$ cat config.mk
export PLATFORM = sky130hd
export DESIGN_NAME = pxc_subarray
export DESIGN_NICKNAME = d
export VERILOG_FILES = /design/src/rtl/pxc_pkg.sv /design/src/rtl/pxc_cfg.sv /design/src/rtl/pxc_map.sv /design/src/rtl/pxc_pixel_ctl.sv /design/src/rtl/pxc_seg_chain.sv /design/src/rtl/pxc_subarray.sv
export SDC_FILE = /design/constraint.sdc
export NUM_CORES = 2
export LEC_CHECK = 0
export BUFFER_PORTS_ARGS = -buffer_cell sky130_fd_sc_hd__buf_2
export CORE_ASPECT_RATIO = 0.75
export CORE_UTILIZATION = 50
export DETAILED_ROUTE_END_ITERATION = 12
export PLACE_DENSITY_LB_ADDON = 0.1
export SLEW_MARGIN = 20
export SYNTH_ARGS = -nofsm -noshare
export SYNTH_HDL_FRONTEND = slang
export SYNTH_SLANG_ARGS = --single-unit
$ cat constraint.sdc
create_clock -name clk_i -period 7.1 [get_ports clk_i]
set_input_delay 0.71 -clock clk_i [delete_from_list [all_inputs] [get_ports clk_i]]
set_output_delay 0.71 -clock clk_i [all_outputs]
set_load 0.02 [all_outputs]
$ cat src/rtl/pxc_pkg.sv
package pxc_pkg;
  localparam int N_PIX  = 16;
  localparam int N_SEG  = 32;
  localparam int PIX_IW = $clog2(N_PIX);

  typedef enum logic [1:0] {ALLOC_16X16, ALLOC_4X64, ALLOC_1X256, ALLOC_MIX} alloc_e;
  typedef enum logic [1:0] {CM_UP, CM_DOWN, CM_TIMER, CM_IDLE} cmode_e;

  function automatic logic seg_head(alloc_e a, int s);
    case (a)
      ALLOC_16X16: return (s % 2) == 0;
      ALLOC_4X64:  return (s % 8) == 0;
      ALLOC_1X256: return s == 0;
      default:     return ((s % 8) == 0) || ((s % 8) >= 5);
    endcase
  endfunction

  function automatic logic [PIX_IW-1:0] seg_owner(alloc_e a, int s);
    int k, r, o;
    k = s / 8;
    r = s % 8;
    case (a)
      ALLOC_16X16: o = s / 2;
      ALLOC_4X64:  o = 4 * k;
      ALLOC_1X256: o = 0;
      default:     o = (r < 5) ? 4 * k : 4 * k + r - 4;
    endcase
    return PIX_IW'(o);
  endfunction
endpackage

$ cat src/rtl/pxc_cfg.sv
module pxc_cfg
  import pxc_pkg::*;
(
  input  logic                     clk_i,
  input  logic                     rst_ni,
  input  logic                     frame_rst_i,
  input  logic                     cfg_en_i,
  input  logic [1:0]               cfg_alloc_i,
  input  logic [2*N_PIX-1:0]       cfg_mode_i,
  output alloc_e                   alloc_o,
  output logic [N_PIX-1:0][1:0]    mode_o
);
  alloc_e                alloc_sh, alloc_q;
  logic [N_PIX-1:0][1:0] mode_sh, mode_q;

  always_ff @(posedge clk_i or negedge rst_ni) begin
    if (!rst_ni) begin
      alloc_sh <= ALLOC_16X16;
      mode_sh  <= '0;
    end else if (cfg_en_i) begin
      alloc_sh <= alloc_e'(cfg_alloc_i);
      mode_sh  <= cfg_mode_i;
    end
  end

  always_ff @(posedge clk_i or negedge rst_ni) begin
    if (!rst_ni) begin
      alloc_q <= ALLOC_16X16;
      mode_q  <= '0;
    end else if (frame_rst_i) begin
      alloc_q <= alloc_sh;
      mode_q  <= mode_sh;
    end
  end

  assign alloc_o = alloc_q;
  assign mode_o  = mode_q;


  cfg_hold_chk: assert property (@(posedge clk_i) disable iff (!rst_ni)
    !frame_rst_i |=> ($stable(alloc_q) && $stable(mode_q)));
endmodule

$ cat src/rtl/pxc_map.sv
module pxc_map
  import pxc_pkg::*;
(
  input  alloc_e                         alloc_i,
  output logic [N_SEG-1:0]               head_o,
  output logic [N_SEG-1:0][PIX_IW-1:0]   owner_o
);
  for (genvar s = 0; s < N_SEG; s++) begin : g_seg
    assign head_o[s]  = seg_head(alloc_i, s);
    assign owner_o[s] = seg_owner(alloc_i, s);
  end
endmodule

$ cat src/rtl/pxc_pixel_ctl.sv
module pxc_pixel_ctl
  import pxc_pkg::*;
(
  input  logic                   clk_i,
  input  logic                   rst_ni,
  input  logic                   frame_rst_i,
  input  logic                   count_cyc_i,
  input  logic [N_PIX-1:0]       event_i,
  input  logic [N_PIX-1:0][1:0]  mode_i,
  output logic [N_PIX-1:0]       req_o
);
  logic [N_PIX-1:0] stopped_q;

  for (genvar p = 0; p < N_PIX; p++) begin : g_pix
    logic is_tmr;
    assign is_tmr = (mode_i[p] == CM_TIMER);

    always_comb begin
      case (cmode_e'(mode_i[p]))
        CM_UP, CM_DOWN: req_o[p] = count_cyc_i & event_i[p];
        CM_TIMER:       req_o[p] = count_cyc_i & ~stopped_q[p] & ~event_i[p];
        default:        req_o[p] = 1'b0;
      endcase
    end

    always_ff @(posedge clk_i or negedge rst_ni) begin
      if (!rst_ni)                              stopped_q[p] <= 1'b0;
      else if (frame_rst_i)                     stopped_q[p] <= 1'b0;
      else if (count_cyc_i && is_tmr && event_i[p]) stopped_q[p] <= 1'b1;
    end


    stop_keep_chk: assert property (@(posedge clk_i) disable iff (!rst_ni)
      (stopped_q[p] && !frame_rst_i) |=> stopped_q[p]);
  end
endmodule

$ cat src/rtl/pxc_seg_chain.sv
module pxc_seg_chain
  import pxc_pkg::*;
#(
  parameter int SEG_W = 8,
  localparam int TOT_W = SEG_W * N_SEG
) (
  input  logic              clk_i,
  input  logic              rst_ni,
  input  logic              frame_rst_i,
  input  logic              shift_en_i,
  input  logic              shift_dir_i,
  input  logic              ser_lo_i,
  input  logic              ser_hi_i,
  input  logic              orth_en_i,
  input  logic [SEG_W-1:0]  orth_i,
  input  logic [N_SEG-1:0]  head_i,
  input  logic [N_SEG-1:0]  down_i,
  input  logic [N_SEG-1:0]  req_i,
  output logic              ser_lo_o,
  output logic              ser_hi_o,
  output logic [SEG_W-1:0]  orth_o
);
  logic [TOT_W-1:0] data_q;
  logic [N_SEG-1:0] ext, all_ext, cin;
  logic             count_cyc;

  assign count_cyc = ~frame_rst_i & ~shift_en_i & ~orth_en_i;

  always_comb begin
    logic run;
    for (int s = 0; s < N_SEG; s++)
      ext[s] = down_i[s] ? (data_q[s*SEG_W +: SEG_W] == '0) : (&data_q[s*SEG_W +: SEG_W]);
    // backward: whole counter at its limit
    run = 1'b1;
    for (int s = N_SEG - 1; s >= 0; s--) begin
      if (s == N_SEG - 1 || head_i[(s + 1) % N_SEG]) run = ext[s];
      else                                            run = run & ext[s];
      all_ext[s] = run;
    end
    // forward: ripple from head segment
    run = 1'b0;
    for (int s = 0; s < N_SEG; s++) begin
      if (s == 0 || head_i[s]) run = req_i[s] & ~all_ext[s];
      else                     run = run & ext[s - 1];
      cin[s] = run;
    end
  end

  always_ff @(posedge clk_i or negedge rst_ni) begin
    if (!rst_ni) begin
      data_q <= '0;
    end else if (frame_rst_i) begin
      data_q <= '0;
    end else if (shift_en_i) begin
      if (shift_dir_i) data_q <= {ser_hi_i, data_q[TOT_W-1:1]};
      else             data_q <= {data_q[TOT_W-2:0], ser_lo_i};
    end else if (orth_en_i) begin
      data_q <= {data_q[TOT_W-SEG_W-1:0], orth_i};
    end else begin
      for (int s = 0; s < N_SEG; s++)
        if (cin[s])
          data_q[s*SEG_W +: SEG_W] <= down_i[s] ? data_q[s*SEG_W +: SEG_W] - 1'b1
                                                : data_q[s*SEG_W +: SEG_W] + 1'b1;
    end
  end

  assign ser_lo_o = data_q[0];
  assign ser_hi_o = data_q[TOT_W-1];
  assign orth_o   = data_q[TOT_W-1 -: SEG_W];


  frame_clr_chk: assert property (@(posedge clk_i) disable iff (!rst_ni)
    frame_rst_i |=> (data_q == '0));

  shl_chk: assert property (@(posedge clk_i) disable iff (!rst_ni)
    (shift_en_i && !frame_rst_i && !shift_dir_i) |=>
      (data_q == {$past(data_q[TOT_W-2:0]), $past(ser_lo_i)}));

  shr_chk: assert property (@(posedge clk_i) disable iff (!rst_ni)
    (shift_en_i && !frame_rst_i && shift_dir_i) |=>
      (data_q == {$past(ser_hi_i), $past(data_q[TOT_W-1:1])}));

  for (genvar s = 0; s < N_SEG; s++) begin : g_sat

    sat_hold_chk: assert property (@(posedge clk_i) disable iff (!rst_ni)
      (count_cyc && head_i[s] && all_ext[s]) |=> $stable(data_q[s*SEG_W +: SEG_W]));
  end
endmodule

$ cat src/rtl/pxc_subarray.sv
module pxc_subarray
  import pxc_pkg::*;
#(
  parameter int SEG_W = 8
) (
  input  logic               clk_i,
  input  logic               rst_ni,
  input  logic               frame_rst_i,
  input  logic [N_PIX-1:0]   event_i,
  input  logic               cfg_en_i,
  input  logic [1:0]         cfg_alloc_i,
  input  logic [2*N_PIX-1:0] cfg_mode_i,
  input  logic               shift_en_i,
  input  logic               shift_dir_i,
  input  logic               ser_lo_i,
  input  logic               ser_hi_i,
  output logic               ser_lo_o,
  output logic               ser_hi_o,
  input  logic               orth_en_i,
  input  logic [SEG_W-1:0]   orth_i,
  output logic [SEG_W-1:0]   orth_o
);
  alloc_e                        alloc;
  logic [N_PIX-1:0][1:0]         mode;
  logic [N_SEG-1:0]              head, down, req_seg;
  logic [N_SEG-1:0][PIX_IW-1:0]  owner;
  logic [N_PIX-1:0]              req_pix;
  logic                          count_cyc;

  assign count_cyc = ~frame_rst_i & ~shift_en_i & ~orth_en_i;

  pxc_cfg u_cfg (
    .clk_i, .rst_ni, .frame_rst_i, .cfg_en_i, .cfg_alloc_i, .cfg_mode_i,
    .alloc_o(alloc), .mode_o(mode)
  );

  pxc_map u_map (.alloc_i(alloc), .head_o(head), .owner_o(owner));

  pxc_pixel_ctl u_pix (
    .clk_i, .rst_ni, .frame_rst_i, .count_cyc_i(count_cyc),
    .event_i, .mode_i(mode), .req_o(req_pix)
  );

  for (genvar s = 0; s < N_SEG; s++) begin : g_route
    assign down[s]    = (mode[owner[s]] == CM_DOWN);
    assign req_seg[s] = req_pix[owner[s]];
  end

  pxc_seg_chain #(.SEG_W(SEG_W)) u_chain (
    .clk_i, .rst_ni, .frame_rst_i, .shift_en_i, .shift_dir_i, .ser_lo_i, .ser_hi_i,
    .orth_en_i, .orth_i, .head_i(head), .down_i(down), .req_i(req_seg),
    .ser_lo_o, .ser_hi_o, .orth_o
  );
endmodule

; ---- After elaboration in Yosys (flattened, before gate mapping)
; Index checks and enable logic that the tools add are counted.
[word_totals]
regBits = 340
inputBits = 67
out_inout_bits = 10
wordCells = 910
[op_classes]
add_sub_neg = 64
order_cmp = 23
eq_ne = 57
mux = 310
bitwise_logic = 195
reduce_logical = 179
[ops]
columns = cell, count
row1 = 256-bit 2-to-1 mux, 4
row2 = 8-bit 2-to-1 mux, 64
row3 = 8-bit by 1-bit adder with 8-bit output (second input constant), 32
row4 = 8-bit logical NOT, 32
row5 = 8-bit AND reduction, 32
row6 = 8-bit by 1-bit subtractor with 8-bit output (second input constant), 32
row7 = 2-bit binary-select mux with 4-bit select, 23
row8 = 1-bit bitwise AND, 136
row9 = 1-bit 2-to-1 mux, 135
row10 = 4-bit nonzero test, 32
row11 = 4-bit by 5-bit less-than comparator with 1-bit output (second input constant), 23
row12 = 1-bit binary-select mux with 4-bit select, 23
row13 = 2-bit by 1-bit == test with 1-bit output (second input constant), 40
row14 = 1-bit NOT, 59
row15 = 2-bit 2-to-1 mux, 25
row16 = 4-bit one-hot mux with 2 select lines, 6
row17 = 4-bit one-hot mux with 3 select lines, 4
row18 = 2-bit == test (second input constant), 17
row19 = 2-bit logical NOT, 17
row20 = 2-bit OR reduction, 17
row21 = 1-bit logical AND, 32
row22 = 1-bit one-hot mux with 2 select lines, 16
row23 = 2-bit nonzero test, 16
row24 = 3-bit one-hot mux with 2 select lines, 3
row25 = other kinds (5), 8

; ---- Longest topological paths before layout
[depth]
ltp_word = 120
depth_mapped = 23
mapped_depth_nobuf = 21

; ---- Hierarchy
; A second synthesis with hierarchy kept.
[hier_totals]
cells_unflattened = 4722
area_unflattened_um2 = 42637.1
[by_module_without_submodules]
columns = mod, instances, cells_each, area_each_um2, seq_area_each_um2
row1 = pxc_seg_chain, 1, 3198, 28232.1, 6406.1
row2 = pxc_subarray, 1, 1097, 9167.5, 0.0
row3 = pxc_cfg, 1, 144, 2835.2, 1701.6
row4 = pxc_map, 1, 165, 1231.2, 0.0
row5 = pxc_pixel_ctl, 1, 118, 1171.1, 400.4

; ---- Least setup slack after synthesis
; No wires, ideal clock.
[synth_timing]
path_type = register to register
startpoint = register u_cfg.alloc_q[0], in the netlist u_cfg.alloc_o[0]
endpoint = register u_chain.data_q[168]
setup_time_ns = 0.125
arrival_ns = 4.600
required_ns = 6.975
setup_slack_ns = 2.376
path_stages_with_launch = 16
n_path_buf = 2
synth_period_minus_slack_ns = 4.724
path_cell_list = dfrtp_1 inv_1 ha_1 buf_2 buf_1 o21ai_1 and3_1 o22ai_1 or3_1 o31a_1 nand2b_4 a211oi_4 o211a_1 o21bai_1 a211oi_4 mux2_2
[synth_between]
elab_chain_len = 99
elab_cells_between_ends = 286
classes_between = eq/ne (25) / mux (173) / bitwise (84) / reduce/logical (4)
[synth_rtl]
columns = element, line
row1 = from (decl), pxc_cfg.sv:13  ; alloc_e alloc_sh, alloc_q;
row2 = from (signal assigned), pxc_cfg.sv:31  ; alloc_q <= alloc_sh;
row3 = 2-bit == test (tied with other cells), "pxc_pkg.sv:10, pxc_pkg.sv:22"
row4 = 4-bit one-hot mux with 3 select lines or 4-bit one-hot mux with 2 select lines (tied branches), pxc_pkg.sv:22  ; case (a)
row5 = 2-bit binary-select mux with 4-bit select, pxc_subarray.sv:45  ; assign down[s] = (mode[owner[s]] == CM_DOWN);
row6 = 2-bit 2-to-1 mux (implied by the code), pxc_subarray.sv:45
row7 = 2-bit by 1-bit == test with 1-bit output, pxc_subarray.sv:45
row8 = 1-bit 2-to-1 mux, pxc_seg_chain.sv:32  ; ext[s] = down_i[s] ? (data_q[s*SEG_W +: SEG_W] == '0) : (&data_q[s*SEG_W +: SEG_W]);
row9 = 1-bit bitwise AND, pxc_seg_chain.sv:37  ; else run = run & ext[s];
row10 = 1-bit 2-to-1 mux, pxc_seg_chain.sv:36  ; if (s == N_SEG - 1 || head_i[(s + 1) % N_SEG]) run = ext[s];
row11 = [... 81 more ...], --
row12 = 1-bit 2-to-1 mux, pxc_seg_chain.sv:43  ; if (s == 0 || head_i[s]) run = req_i[s] & ~all_ext[s];
row13 = 1-bit bitwise AND (2 in series), pxc_seg_chain.sv:44  ; else run = run & ext[s - 1];
row14 = 1-bit 2-to-1 mux, pxc_seg_chain.sv:43
row15 = 1-bit bitwise AND (2 in series), pxc_seg_chain.sv:44
row16 = 1-bit 2-to-1 mux, pxc_seg_chain.sv:43
row17 = 1-bit bitwise AND, pxc_seg_chain.sv:44
row18 = 1-bit 2-to-1 mux, pxc_seg_chain.sv:43
row19 = 4-bit nonzero test (no source line), --
row20 = to (signal assigned), pxc_seg_chain.sv:55  ; if (shift_dir_i) data_q <= {ser_hi_i, data_q[TOT_W-1:1]};
row21 = to (signal assigned), pxc_seg_chain.sv:56  ; else data_q <= {data_q[TOT_W-2:0], ser_lo_i};
row22 = to (signal assigned), pxc_seg_chain.sv:58  ; data_q <= {data_q[TOT_W-SEG_W-1:0], orth_i};
row23 = to (decl), pxc_seg_chain.sv:23  ; logic [TOT_W-1:0] data_q;
; Several ways; a longest one is shown, not always the timed one. The select of a mux whose other input is x is not followed.
; A chain may end at the register's enable or synchronous reset.

; ---- Worst setup path in the final report
[layout_timing]
startpoint = register u_cfg.alloc_q[1], in the netlist u_cfg.alloc_o[1]
endpoint = register u_chain.data_q[31]
[layout_between]
elab_chain_len = 67
elab_cells_between_ends = 198
classes_between = eq/ne (25) / mux (131) / bitwise (38) / reduce/logical (4)
[layout_rtl]
columns = element, line
row1 = 2-bit == test (tied with other cells), "pxc_pkg.sv:10, pxc_pkg.sv:22"
row2 = 4-bit one-hot mux with 3 select lines or 4-bit one-hot mux with 2 select lines (tied branches), pxc_pkg.sv:22
row3 = 2-bit binary-select mux with 4-bit select, pxc_subarray.sv:45
row4 = 2-bit 2-to-1 mux (implied by the code), pxc_subarray.sv:45
row5 = 2-bit by 1-bit == test with 1-bit output, pxc_subarray.sv:45
row6 = 1-bit 2-to-1 mux, pxc_seg_chain.sv:32
row7 = 1-bit bitwise AND, pxc_seg_chain.sv:37
row8 = 1-bit 2-to-1 mux, pxc_seg_chain.sv:36
row9 = [... 50 more ...], --
row10 = 1-bit 2-to-1 mux, pxc_seg_chain.sv:36
row11 = 1-bit bitwise AND, pxc_seg_chain.sv:37
row12 = 1-bit NOT, pxc_seg_chain.sv:43
row13 = 1-bit bitwise AND, pxc_seg_chain.sv:43
row14 = 1-bit bitwise AND (2 in series), pxc_seg_chain.sv:44
row15 = 1-bit 2-to-1 mux, pxc_seg_chain.sv:43
row16 = 1-bit bitwise AND, pxc_seg_chain.sv:44
row17 = 4-bit nonzero test (no source line), --
; Several ways; a longest one is shown, not always the timed one. The select of a mux whose other input is x is not followed.

==> impl_metrics.json <==
{
  "cts.clk_slew.worst_paths_ns": 0.06,
  "syn_area_sq_um": 32630,
  "start_util_pct": 50.94,
  "path_max_fanout": 21,
  "ys_warn_count": 0,
  "cts_max_level": 2,
  "cts_buffers": 40,
  "cpMaxStageDelayCell": "ha_1",
  "first_global_vias": 27170,
  "cts_sinks": 340,
  "synth_top_area_share_pct": 26.07,
  "power_density_nw_per_um2": 232.9,
  "p_leak_nw": 15.54,
  "route.detailed.wl_per_inst_um": 21.88,
  "die_y_um": 223.2,
  "slew_headroom_pct": 19.15,
  "synth_top_flop_cell": "dfrtp_1",
  "fin_setup_tns_ns": 0,
  "clock-root-buffer": "clkbuf_16",
  "via_count": 28480,
  "synth_area_leader_cell": "dfrtp_1",
  "required_ns": 7.56,
  "maxCapViolCount": 0,
  "path_class": "flip-flop to flip-flop",
  "syn-num-nets": 3924,
  "antenna_found_initial": 2,
  "ant_nets": 0,
  "grt_max_degree": 206,
  "gr-total-overflow": 0,
  "syn_inst": 3628,
  "ioPinCount": 77,
  "nets": 3805,
  "timing.final.max_slew_violations": 0,
  "cp-end-kind": "flip-flop",
  "status": "completed",
  "ys_seq_area_share_pct": 26.07,
  "skew_ns": 0.02389,
  "gp_routability_congestion": 0.9759,
  "insertion_delay_ns": 0.60,
  "syn_avg_cell_area_sq_um": 8.995,
  "worst-endpoint-arrival_ns": 6.49,
  "crit_path_max_incr_delay_ns": 0.90,
  "num_rows": 80,
  "cts_tree": "done",
  "finalSetupViolations": 0,
  "track_usage_pct": 28.88,
  "min_path_type": "primary input to async pin",
  "post-cts-setup-buffers": 0,
  "drive_gt1_share_pct": 13.72,
  "vdd_drop_max_uv": 187.1,
  "post_cts_resized": 0,
  "port_buffers": 76,
  "synthTopCellsByArea": "dfrtp_1 26%, a211oi_1 9.9%, mux2_2 8.6%",
  "drt_iter0_markers": 2590,
  "hold_viol": 0,
  "cts_hold_buf": 0,
  "tightest_slew_ns": 1.213,
  "area_growth_pct": 6.863,
  "hpwl_um": 66000,
  "min_period_ns": 6.027,
  "wirelength_um": 96320,
  "core_sq_um": 64060,
  "fill_cells": 5802,
  "first_pass_iters": 6,
  "synth_enable_flop_cells": 0,
  "place_inst": 4328,
  "grt_setup_unrepaired": "no",
  "die-area_sq_um": 66300,
  "ys_async_sr_fraction_pct": 100.0,
  "grt_pass1_wl_um": 157000,
  "timing.fmax_ghz": 0.1659,
  "drc": 0,
  "min_period_over_period_pct": 84.89,
  "vias_per_cell": 6.468,
  "startpoint_type": "flip-flop",
  "fin_cells": 4403,
  "path_cells": "inv_1, ha_1, and4bb_1, or4_1, mux2i_2, nand2b_1, or4b_1, o31a_1, o41a_1, nor4_2, o31ai_2, o31ai_4, nor2_2, mux2_1",
  "fp.dieW_um": 297.0,
  "cts_max_path_buffers": 3,
  "ys_types": 94,
  "ys_ff_latch": 340
}
==> sequential cells by signal (all words and copies together) (netlist names) <==
register         cells
u_cfg.mode_o        32
u_cfg.mode_sh       32
u_chain.data_q     256
u_pix.stopped_q     16
u_cfg.alloc_o        2
u_cfg.alloc_sh       2
==> layout by cell type, fill, tap and decap left out, types with 34 or more instances in the layout <==
master,count
mux2i_1,271
xnor2_1,157
clkbuf_16,40
nand4_1,69
buf_2,71
o21bai_1,51
mux2_2,249
ha_1,196
nor4_1,45
o21ai_0,88
nor2_1,405
a21oi_1,161
or3_1,34
xor2_1,43
a21o_1,95
a211oi_1,432
dfrtp_1,340
inv_1,117
a2111oi_0,52
nor2b_1,50
nand2b_1,44
nand2_1,119
==> cells by family (layout without fill, tap and decap cells) <==
logic type / after synthesis / count (layout) / share of synthesized area, %
xor gates and xnor gates: 200 / 200 / 5.368
buffers and inverters: 384 / 297 / 4.570
DFF: 340 / 340 / 26.07
adders and majority gates: 229 / 229 / 9.516
muxes: 547 / 547 / 18.29
AOI/OAI and AO/OA: 1018 / 1018 / 22.21
other: 0 / 1 / 0
and+or+nand+nor: 910 / 910 / 13.97
==> report_power, final <==
part | switching [mW] | internal [mW] | total (mW) | leakage, nW
registers | 0.512 | 2.16 | 2.67 | 4.40
logic | 1.70 | 1.41 | 3.11 | 10.4
clock network | 0.947 | 1.40 | 2.35 | 0.720
==> through the flow <==
step / setup WS, ns / hold WS, ns / utilization, % / power, mW / area [sq um]
final: 1.073 / 0.08115 / 54.44 / 8.122 / 34870
after global routing: 0.7984 / 0.1386 / 54.44 / 8.664 / 34870
after CTS: 1.106 / 0.1026 / 54.43 / 8.152 / 34870
after detailed placement: 1.139 / 0.4735 / 52.13 / 5.767 / 33400
after global placement: 1.070 / 0.4618 / 52.13 / 5.660 / 33390
after floorplan: 2.376 / 0.4144 / - / 4.963 / 32630
==> worst max-delay path: cells and delay by family (launching register included) <==
family	cells	cell delay, ns
buf+inv	1	0.09
flops	1	0.39
mux	2	0.76
simple gates	6	2.29
fa+ha+maj	1	0.90
compound gates	4	1.45
==> path summary, 6_finish.rpt <==
kind | start | to | slack (ns) | cells after the start
max in group asynchronous | rst_ni | u_chain.data_q[161] | 5.70 | 2
min | rst_ni | u_chain.data_q[76] | 0.08 | 1
min in group clk_i | cfg_mode_i[3] | u_cfg.mode_sh[3] | 0.33 | 2
min reg2reg | u_cfg.mode_sh[10] | u_cfg.mode_o[10] | 0.48 | 2
max reg2reg | u_cfg.alloc_o[1] | u_chain.data_q[31] | 1.07 | 14
max | u_cfg.alloc_o[1] | u_chain.data_q[31] | 1.07 | 14
==> Yosys cell counts, types with 9 or more instances <==
| master | n |
|---|---|
| a2111oi_0 | 52 |
| a211oi_1 | 432 |
| a21o_1 | 95 |
| a21oi_1 | 161 |
| a41oi_1 | 17 |
| and2_1 | 9 |
| buf_1 | 19 |
| buf_2 | 16 |
| clkbuf_1 | 223 |
| dfrtp_1 | 340 |
| fa_1 | 32 |
| ha_1 | 197 |
| inv_1 | 117 |
| mux2_1 | 12 |
| mux2_2 | 249 |
| mux2i_1 | 272 |
| mux4_2 | 13 |
| nand2_1 | 119 |
| nand2b_1 | 44 |
| nand3_1 | 18 |
| nand4_1 | 69 |
| nor2_1 | 405 |
| nor2b_1 | 50 |
| nor3_1 | 10 |
| nor4_1 | 45 |
| nor4b_1 | 12 |
| o211ai_1 | 9 |
| o21a_1 | 20 |
| o21ai_0 | 89 |
| o21ai_1 | 10 |
| o21bai_1 | 51 |
| or2_2 | 11 |
| or3_1 | 34 |
| or4_1 | 33 |
| xnor2_1 | 157 |
| xor2_1 | 43 |
==> area by class of cell <==
cell class | instances | area (sq um) | area share [%]
multi-input combinational | 2904 | 22660 | 64.98
tap | 861 | 1077 | 3.089
inverter | 118 | 442.9 | 1.270
timing repair buffer | 105 | 710.7 | 2.038
clock buffer | 51 | 1092 | 3.132
clock inverter | 23 | 379.1 | 1.087
antenna | 1 | 2.502 | 0.007176
sequential | 340 | 8508 | 24.40
==> metal layers <==
layer  vias up  part of all wire [%]  track usage [%]
met2       784                    43            42.59
li1      13430                     -                -
met1     14150                    49            44.22
met3       119                   5.8            4.431
met5         -                 0.018                0
met4         2                   1.8            5.920
No activity file was read; power rests on OpenSTA's default activity.
